<file path="config.mk">
export PLATFORM = sky130hd
export DESIGN_NAME = dbus_arb_cluster
export DESIGN_NICKNAME = d
export VERILOG_FILES = /design/src/rtl/dbus_arb_pkg.sv /design/src/rtl/dbus_higher_mask.sv /design/src/rtl/dbus_node.sv /design/src/rtl/dbus_arb_cluster.sv
export SDC_FILE = /design/constraint.sdc
export NUM_CORES = 1
export LEC_CHECK = 0
export ABC_AREA = 1
export BUFFER_PORTS_ARGS = -buffer_cell sky130_fd_sc_hd__buf_2
export CORE_ASPECT_RATIO = 1.25
export CORE_MARGIN = 1.5
export CORE_UTILIZATION = 23
export DETAILED_ROUTE_END_ITERATION = 10
export SYNTH_ARGS = -nofsm -noshare
export SYNTH_HDL_FRONTEND = slang
export SYNTH_SLANG_ARGS = --single-unit
</file>
<file path="constraint.sdc">
create_clock -name clk -period 0.8 [get_ports clk]
set_input_delay 0.08 -clock clk [delete_from_list [all_inputs] [get_ports clk]]
set_output_delay 0.08 -clock clk [all_outputs]
set_load 0.1 [all_outputs]
</file>
<file path="src/rtl/dbus_arb_pkg.sv">
package dbus_arb_pkg;

  localparam int unsigned DEF_NUM_DEV = 4;

  typedef enum logic [1:0] {
    ND_IDLE  = 2'd0,
    ND_WAIT  = 2'd1,
    ND_OWN   = 2'd2
  } node_state_e;

endpackage

</file>
<file path="src/rtl/dbus_higher_mask.sv">
module dbus_higher_mask #(
  parameter int unsigned NUM_DEV = 4,
  parameter int unsigned LEVEL   = 0
) (
  input  logic [NUM_DEV-1:0] bus_req,
  output logic               higher_busy
);

  // Any request line above this controller's own position blocks it.
  always_comb begin
    higher_busy = 1'b0;
    for (int j = 0; j < NUM_DEV; j++) begin
      if (j > int'(LEVEL)) higher_busy = higher_busy | bus_req[j];
    end
  end

endmodule

</file>
<file path="src/rtl/dbus_node.sv">
module dbus_node
  import dbus_arb_pkg::*;
#(
  parameter int unsigned NUM_DEV = 4,
  parameter int unsigned LEVEL   = 0
) (
  input  logic               clk,
  input  logic               rst,
  input  logic               want,
  input  logic [NUM_DEV-1:0] bus_req,
  output logic               req_o,
  output logic               master_o
);

  node_state_e state_q, state_d;
  logic        blocked;

  dbus_higher_mask #(
    .NUM_DEV (NUM_DEV),
    .LEVEL   (LEVEL)
  ) mask_i (
    .bus_req     (bus_req),
    .higher_busy (blocked)
  );

  always_comb begin
    state_d = state_q;
    unique case (state_q)
      ND_IDLE: if (want) state_d = ND_WAIT;
      ND_WAIT: if (!blocked) state_d = ND_OWN;
      ND_OWN:  state_d = want ? ND_WAIT : ND_IDLE;
      default: state_d = ND_IDLE;
    endcase
  end

  always_ff @(posedge clk) begin
    if (rst) state_q <= ND_IDLE;
    else     state_q <= state_d;
  end

  // Moore outputs: request line is down while owning, so a lower device
  // can claim the following cycle.
  assign req_o    = (state_q == ND_WAIT);
  assign master_o = (state_q == ND_OWN);

endmodule

</file>
<file path="src/rtl/dbus_arb_cluster.sv">
module dbus_arb_cluster #(
  parameter int unsigned NUM_DEV = dbus_arb_pkg::DEF_NUM_DEV
) (
  input  logic               clk,
  input  logic               rst,
  input  logic [NUM_DEV-1:0] dev_want,
  output logic [NUM_DEV-1:0] bus_req,
  output logic [NUM_DEV-1:0] bus_master
);

  for (genvar g = 0; g < NUM_DEV; g++) begin : g_node
    dbus_node #(
      .NUM_DEV (NUM_DEV),
      .LEVEL   (g)
    ) node_i (
      .clk      (clk),
      .rst      (rst),
      .want     (dev_want[g]),
      .bus_req  (bus_req),
      .req_o    (bus_req[g]),
      .master_o (bus_master[g])
    );
  end

endmodule

</file>
# ---- Yosys cells after proc, flatten, opt, wreduce, memory -nomap -nowiden
# Cells that the tools add are included.
dict set report word_totals {
  ramBits 0
  ff_bits 8
  input_bits 6
  n_memories 0
  output_inout_bits 8
  latch_bits 0
  word_cells 44
  romBits 0
}
dict set report op_classes {
  n_eq_ne 15
  n_shift 0
  bitwise 3
  mux 15
  reduce_logical 7
  magnitude_cmp 0
  div_mod_pow 0
  n_addsub 0
  n_mul 0
}
# operator n
set op_table {}
lappend op_table {{$pmux 2 s3} 4}
lappend op_table {{$mux 2} 7}
lappend op_table {{$ne 2x2->1 const B} 7}
lappend op_table {{$eq 2x1->1 const B} 4}
lappend op_table {{$eq 2x2->1 const B} 4}
lappend op_table {{$logic_not 2->1} 4}
lappend op_table {{$reduce_and 2->1} 3}
lappend op_table {{$mux 1} 4}
lappend op_table {{$or 1x1->1} 3}

# ---- Longest topological paths before layout
dict set report logic_depth {
  depth_word 5
  mapped_depth 5
  mapped_depth_nobuf 5
}

# ---- Modules after synthesis
# A second synthesis with hierarchy kept.
dict set report hier_totals {
  cells_unflattened 53
  hier_area_um2 396.6
}
# mod area_each_um2 seq_area_each_um2 instances cells_per_inst
set modules_own_cells {}
lappend modules_own_cells {dbus_node 88.8 40.0 4 11}
lappend modules_own_cells {{dbus_higher_mask (g_node[0].node_i.mask_i ...)} 11.3 0.0 2 3}
lappend modules_own_cells {{dbus_higher_mask (g_node[3].node_i.mask_i)} 11.3 0.0 1 2}
lappend modules_own_cells {{dbus_higher_mask (g_node[2].node_i.mask_i)} 7.5 0.0 1 1}

# ---- Least setup slack after synthesis
# No wires, ideal clock.
dict set report synth_path {
  path_kind {reg-to-output}
  start {register g_node[3].node_i.state_q[0]}
  end {output bus_req[3]}
  path_stages_with_launch 4
  n_path_buf 1
  path_slack_ns -0.039
  required_ns 0.720
  t_arrival_ns 0.759
  cell_sequence {dfxtp_1 nand2_2 inv_1 buf_4}
}
dict set report synth_between {
  elab_chain_cells 1
}
# element line
set synth_lines {}
lappend synth_lines {{start, declared} dbus_node.sv:15} ;# node_state_e state_q, state_d;
lappend synth_lines {{start signal, assigned} dbus_node.sv:38} ;# else state_q <= state_d;
lappend synth_lines {{$eq 2x1->1} dbus_node.sv:43} ;# assign req_o = (state_q == ND_WAIT);
lappend synth_lines {{end, declared} dbus_arb_cluster.sv:7} ;# output logic [NUM_DEV-1:0] bus_req,
# Every way passes these cells.

# ---- Final worst setup path
dict set report layout_path {
  start {register g_node[3].node_i.state_q[1]}
  end {output bus_req[3]}
}
# The elaborated chain is that of the path after synthesis.

==> metrics.yaml <==
layout:
  nets: 74
  final_util: 0.424
  diodes: 0
  largest_register_ffs: 8
  area_growth_pct: 74.6
  drive_gt1_frac: 0.742
  top_register: "g_node.node_i.state_q"
  final.fill_count: 156
  top_regs: "g_node.node_i.state_q x8"
  final_cell_count_no_fill: 84
power:
  p_leak_nw: 0.305
  intPower_uw: 768
  p_comb_frac: 0.371
  swShare: 0.371
  power_density_nw_per_um2: 1840
  p_sw_uw: 453
  seq_power_share: 0.369
  clkPwrFrac: 0.260
  ir_drop_mv: 0.798
sta:
  slew_violations: 0
  setup_viol: 13
  relSlewSlack: 0.874
  skew_ns: 0.00303
  hold_viol_final: 0
  rsz0062_at_grt: "yes"
  worstMarginPinSlew_ns: 0.190
  finalWorstSetupSlack_ns: -0.222
  fmax_mhz: 978
  finalCritPeriodShare: 1.28
  layout_min_cycle_time_ns: 1.02
die:
  row_count: 16
  pin_count: 14
  core_area_sq_um: 1560
  fp.dieW_microns: 39.3
  fp.dieH_microns: 48.4
  dieArea_sq_um: 1900
  initial_core_util: 0.243
setup_path:
  reg2reg_to: "g_node[0].node_i.state_q[1]"
  critPathMostFrequentCell: "inv_2"
  cp_slowest_stage_delay_ns: 0.31
  crit_end: "bus_req[3]"
  end_kind: "primary output"
  cp.required_ns: 0.72
  path_cells: "inv_2 > nand2_2 > inv_2 > buf_12"
  reg2regPathDepth: 7
  worst-path-stages: 4
  crit_buf_inv: 3
  critPathSlowestCell: "dfxtp_2"
  path_max_fanout: 2
  r2r_start: "g_node[0].node_i.state_q[1]"
  cp-start-kind: "flip-flop"
  cpLargestDelayFamily: "buffers and inverters"
  startpoint: "g_node[3].node_i.state_q[1]"
  r2r_slack_ns: -0.13
  critPathKind: "flip-flop to primary output"
  cp.arrival_ns: 0.94
outcome:
  status: "finished, violations left"
  violations: "setup timing"
flow_run:
  max-cap-violations: 0
route:
  dr.pass1.iters: 2
  dr.first_iter.drc_count: 1
  viasPerCell: 3.92
  wl_per_cell_microns: 8.46
  num_vias: 329
  ant_nets: 0
  routed_wl_microns: 711
  drc: 0
placement:
  dp_hpwl_microns: 489
  dp_slack_ns: -0.0301
  io_buffer_count: 13
  place_inst: 76
  gp_congestion: 0.726
worst_hold_path:
  whs_path_depth: 3
  hp-class: "input port to flip-flop"
clock_tree:
  clk_path_buf_depth: 2
  cts_hold_buf: 0
  clk_pin_slew_ns: 0.05
  worst_skew_pair.late_latency_ns: 0.26
  htree_levels: 1
  cts-root-buf: "clkbuf_4"
  cts_tree: "done"
  cts_buffers: 3
  clock_sinks: 8
global_route:
  antenna_found_initial: 0
  grt_start_max_net_pins: 7
  grt_pass1_wl_microns: 1250
  grt_pass1_vias: 333
  grtUsageTotal: 0.0953
  grt.overflow.total: 0
logic_synthesis:
  yosys_warnings: 0
  avgSynthCellArea_sq_um: 7.15
  syn_inst: 53
  ys_ff_latch: 8
  synth.cell_area_sq_um: 379
  yosysSeqAreaShare: 0.422
  syn_nets: 59
  synth.distinct_cells: 11
==> placed cells by master, fill, tap and decap left out <==
cell	instances
nor3_1	1
nor2_4	4
nor2_1	3
buf_4	5
nand3_2	1
nand2_1	7
nor3_2	1
inv_4	2
dfxtp_1	2
nand3_1	1
dfxtp_4	1
inv_2	7
nand2_2	3
nand3b_1	2
clkbuf_4	3
inv_1	1
nand2_4	2
dfxtp_2	5
buf_2	5
nor2_2	2
buf_12	8
==> power groups by stage <==
stage,combinational (mW),sequential (mW),clock (mW)
detailed placement,0.384,0.445,0
floorplan,0.289,0.442,0
CTS,0.434,0.448,0.328
finish,0.453,0.451,0.317
global placement,0.382,0.444,0
global route,0.473,0.455,0.358
==> stage by stage <==
stage                     TNS (ns)  total power [mW]  cell area, sq um  hold slack (ns)
after floorplan                  0             0.731               390            0.153
after global placement     -0.0621             0.826               527            0.287
after detailed placement   -0.0588             0.829               527            0.285
after CTS                    -1.87              1.21               627           0.0179
after global routing         -2.62              1.29               662           0.0312
final                        -1.97              1.22               662           0.0194
==> timing repair <==
action	in CTS	in global routing
setup buffers	4	3
setup endpoints to repair	8	14
pin swaps	3	4
gates resized for setup	25	8
==> metal layers <==
layer / track usage / vias up / part of all wire
met2: 0.147 / 11 / 0.51
met4: 0.0690 / 0 / 0.023
li1: - / 178 / -
met5: 0 / - / 0
met1: 0.105 / 138 / 0.41
met3: 0.0275 / 2 / 0.060
==> worst register-to-register path: stages, from the launching register on <==
cell     delay [ns]
dfxtp_1        0.30
inv_2          0.08
nand2_2        0.06
buf_4          0.12
buf_4          0.13
nor2_4         0.07
inv_1          0.04
nor2_1         0.07
==> worst min-delay path by stage <==
stage | startpoint | to
after floorplan | rst | g_node[3].node_i.state_q[1]
after global placement | dev_want[0] | g_node[0].node_i.state_q[0]
after detailed placement | dev_want[0] | g_node[0].node_i.state_q[0]
after CTS | dev_want[0] | g_node[0].node_i.state_q[0]
after global routing | dev_want[0] | g_node[0].node_i.state_q[0]
final | dev_want[0] | g_node[0].node_i.state_q[0]
==> Yosys cell counts (all sizes together) <==
master / n / share of area
nand2: 12 / 0.13
inv: 10 / 0.099
nor2: 9 / 0.10
buf: 8 / 0.16
dfxtp: 8 / 0.42
nand3: 2 / 0.026
nand3b: 2 / 0.040
nor3: 2 / 0.026
==> final cells by class <==
cell class / count / area, sq um / area share
Clock buffer: 3 / 22.5 / 0.0340
Inverter: 10 / 42.5 / 0.0643
Multi-Input combinational cell: 27 / 181 / 0.274
Sequential cell: 8 / 170 / 0.257
Tap cell: 18 / 22.5 / 0.0340
Timing Repair Buffer: 18 / 223 / 0.336
==> cell families (layout without fill, tap and decap cells) <==
group | after synthesis | in the layout | share of synthesized area
flip-flops | 8 | 8 | 0.422
AND/OR/NAND/NOR | 27 | 27 | 0.320
buffers and inverters | 18 | 31 | 0.257
Power figures use the tool's default switching activity.
